--- src/rtl/rps_pkg.sv ---
package rps_pkg;

  typedef enum logic [1:0] {
    ST_IDLE,
    ST_ISSUE_RD,
    ST_WAIT_RD,
    ST_WAIT_WR
  } seqState_t;

  typedef struct packed {
    logic load;        // capture request and mapping
    logic issueRead;   // launch read phase
    logic issueWrite;  // launch paired writes
    logic finish;      // operation complete
  } seqStrobe_t;

endpackage

--- src/rtl/rps_map.sv ---
// Logical block -> (row, data disk, parity disk) with rotating parity.
module rps_map #(
  parameter int NUM_DISKS = 5,
  parameter int LBA_W     = 16,
  localparam int DATA_DISKS = NUM_DISKS - 1,
  localparam int DISK_W     = $clog2(NUM_DISKS)
) (
  input  logic [LBA_W-1:0]  lba,
  output logic [LBA_W-1:0]  row,
  output logic [DISK_W-1:0] dataDisk,
  output logic [DISK_W-1:0] parDisk
);

  logic [LBA_W-1:0]  slotW;
  logic [LBA_W-1:0]  rowMod;
  logic [DISK_W-1:0] slot;

  always_comb begin
    row      = lba / LBA_W'(DATA_DISKS);
    slotW    = lba % LBA_W'(DATA_DISKS);
    rowMod   = row % LBA_W'(NUM_DISKS);
    slot     = DISK_W'(slotW);
    parDisk  = DISK_W'(NUM_DISKS - 1) - DISK_W'(rowMod);
    dataDisk = (slot < parDisk) ? slot : slot + DISK_W'(1);
  end

endmodule

--- src/rtl/rps_ctrl.sv ---
// Sequencing FSM: accept, read phase, paired write phase, completion.
module rps_ctrl
  import rps_pkg::*;
(
  input  logic       clk,
  input  logic       rstN,
  input  logic       reqValid,
  input  logic       pendEmpty,
  output seqStrobe_t strobe,
  output logic       busy,
  output logic       done
);

  seqState_t state, nextState;

  always_comb begin
    strobe    = '0;
    nextState = state;
    case (state)
      ST_IDLE: begin
        if (reqValid) begin
          strobe.load = 1'b1;
          nextState   = ST_ISSUE_RD;
        end
      end
      ST_ISSUE_RD: begin
        strobe.issueRead = 1'b1;
        nextState        = ST_WAIT_RD;
      end
      ST_WAIT_RD: begin
        if (pendEmpty) begin
          strobe.issueWrite = 1'b1;
          nextState         = ST_WAIT_WR;
        end
      end
      ST_WAIT_WR: begin
        if (pendEmpty) begin
          strobe.finish = 1'b1;
          nextState     = ST_IDLE;
        end
      end
      default: nextState = ST_IDLE;
    endcase
  end

  always_ff @(posedge clk or negedge rstN) begin
    if (!rstN) begin
      state <= ST_IDLE;
      done  <= 1'b0;
    end else begin
      state <= nextState;
      done  <= strobe.finish;
    end
  end

  assign busy = (state != ST_IDLE);

endmodule

--- src/rtl/rps_datapath.sv ---
// Request capture, outstanding-request tracking and parity accumulation.
module rps_datapath
  import rps_pkg::*;
#(
  parameter int NUM_DISKS = 5,
  parameter int DATA_W    = 32,
  parameter int LBA_W     = 16,
  localparam int DISK_W   = $clog2(NUM_DISKS)
) (
  input  logic                        clk,
  input  logic                        rstN,
  input  seqStrobe_t                  strobe,
  input  logic [LBA_W-1:0]            reqLba,
  input  logic [DATA_W-1:0]           reqData,
  input  logic                        reqRecon,
  output logic                        pendEmpty,
  output logic [NUM_DISKS-1:0]        diskReq,
  output logic [NUM_DISKS-1:0]        diskWe,
  output logic [LBA_W-1:0]            diskRow,
  output logic [NUM_DISKS*DATA_W-1:0] diskWdata,
  input  logic [NUM_DISKS-1:0]        diskAck,
  input  logic [NUM_DISKS*DATA_W-1:0] diskRdata
);

  logic [LBA_W-1:0]     mapRow;
  logic [DISK_W-1:0]    mapData, mapPar;
  logic [LBA_W-1:0]     rowReg;
  logic [DISK_W-1:0]    dataDisk, parDisk;
  logic [DATA_W-1:0]    newData, acc, ackXor;
  logic                 recon, wrPhase;
  logic [NUM_DISKS-1:0] pend, dataOh, parOh, writeMask, readMask, ackHit;

  rps_map #(.NUM_DISKS(NUM_DISKS), .LBA_W(LBA_W)) uMap (
    .lba      (reqLba),
    .row      (mapRow),
    .dataDisk (mapData),
    .parDisk  (mapPar)
  );

  always_comb begin
    dataOh    = NUM_DISKS'(1) << dataDisk;
    parOh     = NUM_DISKS'(1) << parDisk;
    writeMask = dataOh | parOh;
    readMask  = recon ? ~writeMask : writeMask;
    ackHit    = pend & diskAck;
  end

  always_comb begin
    ackXor = '0;
    for (int d = 0; d < NUM_DISKS; d++) begin
      if (ackHit[d]) ackXor = ackXor ^ diskRdata[d*DATA_W +: DATA_W];
    end
  end

  always_ff @(posedge clk or negedge rstN) begin
    if (!rstN) begin
      rowReg   <= '0;
      dataDisk <= '0;
      parDisk  <= '0;
      newData  <= '0;
      recon    <= 1'b0;
    end else if (strobe.load) begin
      rowReg   <= mapRow;
      dataDisk <= mapData;
      parDisk  <= mapPar;
      newData  <= reqData;
      recon    <= reqRecon;
    end
  end

  always_ff @(posedge clk or negedge rstN) begin
    if (!rstN) begin
      pend    <= '0;
      wrPhase <= 1'b0;
    end else if (strobe.issueRead) begin
      pend    <= readMask;
      wrPhase <= 1'b0;
    end else if (strobe.issueWrite) begin
      pend    <= writeMask;
      wrPhase <= 1'b1;
    end else begin
      pend <= pend & ~diskAck;
      if (strobe.finish) wrPhase <= 1'b0;
    end
  end

  always_ff @(posedge clk or negedge rstN) begin
    if (!rstN) begin
      acc <= '0;
    end else if (strobe.load) begin
      acc <= reqData;
    end else if (!wrPhase) begin
      acc <= acc ^ ackXor;
    end
  end

  assign pendEmpty = (pend == '0);
  assign diskReq   = pend;
  assign diskWe    = wrPhase ? pend : '0;
  assign diskRow   = rowReg;

  for (genvar d = 0; d < NUM_DISKS; d++) begin : gWdata
    assign diskWdata[d*DATA_W +: DATA_W] =
        (DISK_W'(d) == parDisk)  ? acc :
        (DISK_W'(d) == dataDisk) ? newData : '0;
  end

endmodule

--- src/rtl/rot_parity_writer.sv ---
module rot_parity_writer
  import rps_pkg::*;
#(
  parameter int NUM_DISKS = 5,
  parameter int DATA_W    = 32,
  parameter int LBA_W     = 16
) (
  input  logic                        clk,
  input  logic                        rstN,
  input  logic                        reqValid,
  input  logic [LBA_W-1:0]            reqLba,
  input  logic [DATA_W-1:0]           reqData,
  input  logic                        reqRecon,
  output logic                        busy,
  output logic                        done,
  output logic [NUM_DISKS-1:0]        diskReq,
  output logic [NUM_DISKS-1:0]        diskWe,
  output logic [LBA_W-1:0]            diskRow,
  output logic [NUM_DISKS*DATA_W-1:0] diskWdata,
  input  logic [NUM_DISKS-1:0]        diskAck,
  input  logic [NUM_DISKS*DATA_W-1:0] diskRdata
);

  seqStrobe_t strobe;
  logic       pendEmpty;

  rps_ctrl uCtrl (
    .clk       (clk),
    .rstN      (rstN),
    .reqValid  (reqValid),
    .pendEmpty (pendEmpty),
    .strobe    (strobe),
    .busy      (busy),
    .done      (done)
  );

  rps_datapath #(.NUM_DISKS(NUM_DISKS), .DATA_W(DATA_W), .LBA_W(LBA_W)) uPath (
    .clk       (clk),
    .rstN      (rstN),
    .strobe    (strobe),
    .reqLba    (reqLba),
    .reqData   (reqData),
    .reqRecon  (reqRecon),
    .pendEmpty (pendEmpty),
    .diskReq   (diskReq),
    .diskWe    (diskWe),
    .diskRow   (diskRow),
    .diskWdata (diskWdata),
    .diskAck   (diskAck),
    .diskRdata (diskRdata)
  );

endmodule

--- config.mk ---
export PLATFORM = sky130hd
export DESIGN_NAME = rot_parity_writer
export DESIGN_NICKNAME = d
export VERILOG_FILES = /design/src/rtl/rps_pkg.sv /design/src/rtl/rps_map.sv /design/src/rtl/rps_ctrl.sv /design/src/rtl/rps_datapath.sv /design/src/rtl/rot_parity_writer.sv
export SDC_FILE = /design/constraint.sdc
export NUM_CORES = 1
export LEC_CHECK = 0
export ABC_AREA = 1
export BUFFER_PORTS_ARGS = -buffer_cell sky130_fd_sc_hd__buf_2
export CORE_ASPECT_RATIO = 0.8
export CORE_UTILIZATION = 39
export DETAILED_ROUTE_END_ITERATION = 10
export GPL_TIMING_DRIVEN = 0
export PLACE_DENSITY = 0.69
export SLEW_MARGIN = 20
export SYNTH_ARGS = -nofsm -noshare
export SYNTH_HDL_FRONTEND = slang
export SYNTH_SLANG_ARGS = --single-unit
--- constraint.sdc ---
create_clock -name clk -period 2.39 [get_ports clk]
set_input_delay 0.1195 -clock clk [delete_from_list [all_inputs] [get_ports clk]]
set_output_delay 0.1195 -clock clk [all_outputs]
set_load 0.01 [all_outputs]
==> flow_metrics.env, run 1 <==
export IMPL_status="finished, violations left"
export IMPL_failed_checks="setup timing"
export IMPL_totalWireLength_mm=38.8
export IMPL_post_route_drc_count=0
export IMPL_vias=11205
export IMPL_cts_buffers_inserted=9
export IMPL_pin_count=405
export IMPL_syn_instance_count=1274
export IMPL_gp_congestion=0.901
export IMPL_slew_viol_final=0
export IMPL_fin_skew_ps=9.43
export IMPL_fp_dieH_um=136
export IMPL_p_per_area_nw_per_um2=1520
export IMPL_period_share=2.29
export IMPL_p_sw_frac=0.530
export IMPL_wl_met3_mm=3.55
export IMPL_grt_pass1_vias=10251
export IMPL_die_w_um=170
export IMPL_switching_power_w=0.00986
export IMPL_grt_usage=0.319
export IMPL_timing_critical_path_mode_cell="nand2_2"
export IMPL_nets=1955
export IMPL_path_clk_slew_ps=60
export IMPL_critical_path_max_fanout=5
export IMPL_multi_input_area_sq_um=5900
export IMPL_met2RoutedLength_mm=18.3
export IMPL_setup_tns_ps=-17210
export IMPL_yosysWarnings=0
export IMPL_synthDistinctLibCells=42
export IMPL_grt_pass1_wl_mm=56.2
export IMPL_hold_class="in2reg"
export IMPL_critPathArrivalTime_ps=5700
export IMPL_cts_sinks=94
export IMPL_clk_latency_ps=350
export IMPL_crit_required_ps=2620
export IMPL_netlist_area_sq_um=8810
export IMPL_tightest_slew_ps=660
export IMPL_ant_nets=0
export IMPL_setup_violations_final=6
export IMPL_max_slew_margin=0.560
export IMPL_row_count=48
export IMPL_timing_fmax_mhz=183
export IMPL_p_seq_frac=0.161
export IMPL_viasPerCell=5.51
export IMPL_layout_commonest_cell="buf_2"
export IMPL_synth_top_area_cell="dfrtp_1"
export IMPL_cap_violations=0
export IMPL_setup_ws_ps=-3090
export IMPL_fill_cells=2202
export IMPL_syn_avg_cell_area_sq_um=6.91
export IMPL_p_clk_frac=0.082
export IMPL_max_stage_delay_ps=290
export IMPL_cts_buffer_depth=2
export IMPL_start_kind="primary input"
export IMPL_ys_ff_latch=94
export IMPL_grt_max_degree=76
export IMPL_seqCellArea_sq_um=2350
export IMPL_portBuffers=402
export IMPL_wl_met1_mm=15.7
export IMPL_ys_top_cells_by_area="dfrtp_1, xor2_1, o22ai_1"
export IMPL_routed_top_layer="met5"
export IMPL_synth_seq_area_share=0.267
export IMPL_wl_per_cell_um=19.1
export IMPL_hold_ws_ps=14.7
export IMPL_pwr_share_comb=0.757
export IMPL_h_tree_depth=3
export IMPL_first_pass_iters=8
export IMPL_coreArea_sq_um=21900
export IMPL_cts_tree="built"
export IMPL_place_hpwl_mm=29.5
export IMPL_peakVddDrop_uv=1040
export IMPL_finalCriticalPeriod_ps=5480
export IMPL_detail_route_iter0_violations=1012
export IMPL_synthToLayoutAreaGrowth_pct=39.3
export IMPL_grt_ovfl_total=0
export IMPL_crit_slowest_cell="ha_1"
export IMPL_clockRootBuffer="clkbuf_16"
export IMPL_p_leak_nw=6.30
export IMPL_drive_above_1_share=0.362
export IMPL_end_kind="flop"
export IMPL_rsz0062_at_grt="true"
export IMPL_yosys_area_top_type_share=0.267
export IMPL_start_util=0.403
export IMPL_final_cell_mix="buf_2, nand2_1, o22ai_1, xor2_1, inv_1"
export IMPL_antenna_found_initial=6
export IMPL_intPower_w=0.00876
export IMPL_crit_type="in2reg"
export IMPL_hold_viol=0
export IMPL_die_area_sq_um=23200
==> synthesized netlist by cell type, drive strengths merged <==
library cell / number
clkbuf: 66
xnor2: 28
nand2: 317
or2: 6
o21ai: 63
clkinv: 3
nand4: 8
a31oi: 32
a21oi: 7
and3: 1
inv: 143
o311ai: 3
o2111ai: 1
buf: 10
bufinv: 1
nor3: 5
conb: 1
o22ai: 161
clkdlybuf4s50: 1
ha: 11
o211ai: 1
dfrtp: 94
xor2: 130
nand3: 128
nand3b: 2
a22oi: 2
nor2: 47
mux2: 1
o21bai: 1
==> per-layer routing <==
metal  vias up  track usage
met3       124       0.0754
met4         8        0.106
li1       5185            -
met5         -            0
met2       666        0.531
met1      5222        0.405
==> what timing repair did <==
item	in CTS	in global routing
resized for setup	51	70
setup buffers	28	9
gates cloned	0	0
hold endpoints to repair	98	0
pin swaps	33	34
hold buffers	5	0
setup endpoints to repair	158	60
==> final cells by class <==
class	instances	area share
timing repair buffer	441	0.194
multi-input combinational	957	0.481
sequential	94	0.192
buffer	77	0.0308
tap	300	0.0306
clock buffer	11	0.0190
inverter	147	0.0469
clock inverter	4	0.00592
antenna	2	0.000408
==> registers in the layout (all words and copies together), names as in the netlist <==
register	flops
uPath.acc	32
uPath.newData	32
uPath.diskRow	14
uPath.diskReq	5
uPath.dataDisk	3
uPath.parDisk	3
uCtrl.state	2
uCtrl.done	1
uPath.recon	1
uPath.wrPhase	1
==> worst max-delay path, delay by kind of cell <==
kind | cells | cell delay, ps
AO/OA/AOI/OAI | 2 | 220
AND/OR/NAND/NOR | 47 | 3790
XOR/XNOR | 2 | 310
buffers and inverters | 9 | 590
adder cells (fa/ha/maj) | 3 | 620
==> power by group through the flow <==
stage	logic, W	registers (W)	clock network (W)
2_1_floorplan	0.00827	0.00289	0
5_1_grt	0.0153	0.00307	0.00162
3_3_place_gp	0.0119	0.00298	0
6_report	0.0141	0.00300	0.00153
3_5_place_dp	0.0122	0.00299	0
4_1_cts	0.0132	0.00298	0.00156
==> path summary, 6_finish.rpt <==
check / start / to / slack (ps) / cells past startpoint
worst max-delay path: reqLba[14] / uPath.dataDisk[0]$_DFFE_PN0P_ / -3090 / 63
worst max register to register: uPath.diskReq[1]$_DFF_PN0_ / uPath.acc[12]$_DFFE_PN0P_ / 80 / 9
worst min register to register: uPath.diskRow[6]$_DFFE_PN0P_ / uPath.diskRow[6]$_DFFE_PN0P_ / 490 / 2
worst min-delay path: reqData[20] / uPath.newData[20]$_DFFE_PN0P_ / 10 / 3
max in group asynchronous: rstN / uPath.acc[1]$_DFFE_PN0P_ / 1560 / 3
min in group asynchronous: rstN / uPath.diskRow[5]$_DFFE_PN0P_ / 180 / 2
==> per-stage QoR <==
step	setup WS (ps)	total power, W	instance area, sq um	cells	util
3_5_place_dp	-3530	0.0152	11300	1978	0.517
3_3_place_gp	-3330	0.0149	11300	1977	0.516
6_report	-3090	0.0186	12300	2033	0.561
4_1_cts	-2890	0.0178	12000	2024	0.549
2_1_floorplan	-2760	0.0112	8890	1275	-
5_1_grt	-3540	0.0200	12300	2032	0.561
==> cells by family (layout without fill, tap and decap cells) <==
| kind of cell | count (synthesis) | after routing | share of synthesized area |
|---|---|---|---|
| AOI/OAI and AO/OA | 271 | 271 | 0.185 |
| other | 1 | 4 | 0.000426 |
| buffers and inverters | 224 | 680 | 0.102 |
| muxes | 1 | 1 | 0.00128 |
| DFF | 94 | 94 | 0.267 |
| adders and majority gates | 11 | 11 | 0.0156 |
| xor gates and xnor gates | 158 | 158 | 0.157 |
| and+or+nand+nor | 514 | 514 | 0.271 |
No activity file was read; power rests on OpenSTA's default activity.
==> run 2: changes to the inputs <==
==> constraint.sdc (replaced) <==
create_clock -name clk -period 2.39 [get_ports clk]
set_input_delay 0.3585 -clock clk [delete_from_list [all_inputs] [get_ports clk]]
set_output_delay 0.3585 -clock clk [all_outputs]
set_load 0.01 [all_outputs]
==> flow_metrics.env, run 2 (same netlist as run 1, synthesis figures left out) <==
export IMPL_crit_buf_inv=9
export IMPL_cap_violations=0
export IMPL_antenna_found_initial=6
export IMPL_p_clk_frac=0.082
export IMPL_post_route_drc_count=0
export IMPL_seqCellArea_sq_um=2350
export IMPL_final_cell_mix="buf_2, nand2_1, o22ai_1, xor2_1, inv_1"
export IMPL_p_per_area_nw_per_um2=1530
export IMPL_setup_ws_ps=-3370
export IMPL_cpLargestDelayFamily="simple AND/OR/NAND/NOR gates"
export IMPL_hold_viol=0
export IMPL_die_area_sq_um=23200
export IMPL_peakVddDrop_uv=1070
export IMPL_crit_slowest_cell="ha_1"
export IMPL_tightest_slew_ps=667
export IMPL_h_tree_depth=3
export IMPL_path_clk_slew_ps=70
export IMPL_end_kind="flop"
export IMPL_drive_above_1_share=0.372
export IMPL_nets=1951
export IMPL_crit_type="in2reg"
export IMPL_r2r_end="uPath.acc[9]$_DFFE_PN0P_"
export IMPL_row_count=48
export IMPL_fin_skew_ps=10.3
export IMPL_switching_power_w=0.00997
export IMPL_cts_buffer_depth=2
export IMPL_die_w_um=170
export IMPL_grt_usage=0.319
export IMPL_grt_ovfl_total=0
export IMPL_viasPerCell=5.50
export IMPL_cts_buffers_inserted=9
export IMPL_failed_checks="setup timing"
export IMPL_setup_violations_final=6
export IMPL_critPathArrivalTime_ps=5990
export IMPL_setup_tns_ps=-18890
export IMPL_max_stage_delay_ps=290
export IMPL_critical_path_max_fanout=5
export IMPL_clk_latency_ps=350
export IMPL_detail_route_iter0_violations=1051
export IMPL_status="finished, violations left"
export IMPL_layout_commonest_cell="buf_2"
export IMPL_hold_ws_ps=246
export IMPL_dp_slack_ps=-3770
export IMPL_timing_critical_path_mode_cell="nand2_2"
export IMPL_totalWireLength_mm=38.8
export IMPL_finalCriticalPeriod_ps=5760
export IMPL_vias=11164
export IMPL_grt_max_degree=76
export IMPL_max_slew_margin=0.555
export IMPL_timing_fmax_mhz=174
export IMPL_wl_per_cell_um=19.1
export IMPL_gp_congestion=0.901
export IMPL_coreArea_sq_um=21900
export IMPL_place_hpwl_mm=29.5
export IMPL_fin_total_pwr_w=0.0188
export IMPL_start_util=0.403
export IMPL_pwr_share_comb=0.758
export IMPL_first_pass_iters=6
export IMPL_hold_class="in2reg"
export IMPL_multi_input_area_sq_um=5980
export IMPL_ant_nets=0
export IMPL_crit_cells=64
export IMPL_p_leak_nw=6.34
export IMPL_p_seq_frac=0.161
export IMPL_cts_sinks=94
export IMPL_start_kind="primary input"
export IMPL_crit_start="reqLba[14]"
export IMPL_portBuffers=402
export IMPL_period_share=2.41
export IMPL_timing_rr_start="uPath.diskReq[3]$_DFF_PN0_"
export IMPL_rsz0062_at_grt="true"
export IMPL_grt_pass1_wl_mm=56.3
export IMPL_cts_tree="built"
export IMPL_synthToLayoutAreaGrowth_pct=39.9
export IMPL_clockRootBuffer="clkbuf_16"
export IMPL_pin_count=405
export IMPL_rrSetupSlack_ps=110
export IMPL_slew_viol_final=0
export IMPL_reg2reg_depth=7
export IMPL_intPower_w=0.00883
export IMPL_endpoint="uPath.dataDisk[1]$_DFFE_PN0P_"
export IMPL_grt_pass1_vias=10269
export IMPL_p_sw_frac=0.530
export IMPL_crit_required_ps=2620
export IMPL_fp_dieH_um=136
export IMPL_fill_cells=2195
==> run 2: worst min-delay path by stage <==
stage,from,end,cells after the start
floorplan,rstN,uCtrl.done$_DFF_PN0_,0
global placement,uPath.diskRow[6]$_DFFE_PN0P_,uPath.diskRow[6]$_DFFE_PN0P_,2
detailed placement,rstN,uPath.diskRow[5]$_DFFE_PN0P_,1
CTS,reqData[7],uPath.newData[7]$_DFFE_PN0P_,3
global route,reqData[7],uPath.newData[7]$_DFFE_PN0P_,3
finish,reqData[18],uPath.newData[18]$_DFFE_PN0P_,3
==> run 2: timing repair <==
| action | in CTS | in global routing |
|---|---|---|
| endpoints found under the hold margin | 19 | 0 |
| gates cloned | 0 | 0 |
| setup endpoints to repair | 170 | 176 |
| resized for setup | 66 | 96 |
| buffers inserted | 28 | 9 |
| pin swaps | 33 | 34 |
| hold buffers | 1 | 0 |
==> run 2: final cells by class <==
cell class / instances / share of cell area
diodes: 2 / 0.000406
plain buffers: 77 / 0.0328
clock buffers: 11 / 0.0189
clock inverters: 4 / 0.00589
inverters: 147 / 0.0464
multi-input cells: 957 / 0.485
flip-flops and latches: 94 / 0.191
well taps: 300 / 0.0305
repair buffers: 437 / 0.189
==> run 2: power by group through the flow <==
stage / logic (W) / clock network [W] / registers (W)
after floorplan: 0.00827 / 0 / 0.00289
after CTS: 0.0133 / 0.00156 / 0.00298
final: 0.0142 / 0.00154 / 0.00302
after detailed placement: 0.0122 / 0 / 0.00299
after global placement: 0.0119 / 0 / 0.00298
after global routing: 0.0154 / 0.00162 / 0.00310
==> run 2: worst register-to-register path, delay by kind of cell (launching register included) <==
kind,cells,cell delay (ps)
buf+inv,2,920
xor+xnor,2,430
compound gates,1,140
simple gates,2,340
flops,1,380
==> run 2: metrics by stage <==
step | cells | util | area [sq um]
2_1_floorplan | 1275 | - | 8890
3_3_place_gp | 1977 | 0.516 | 11300
3_5_place_dp | 1978 | 0.517 | 11300
4_1_cts | 2020 | 0.549 | 12000
5_1_grt | 2028 | 0.564 | 12300
6_report | 2029 | 0.564 | 12300
==> run 2: metal layers <==
layer,up-vias,share of wire,GRT usage
met1,5206,0.40,0.406
met4,8,0.028,0.113
met5,-,0.0013,0
met3,112,0.090,0.0731
li1,5176,-,-
met2,662,0.48,0.530
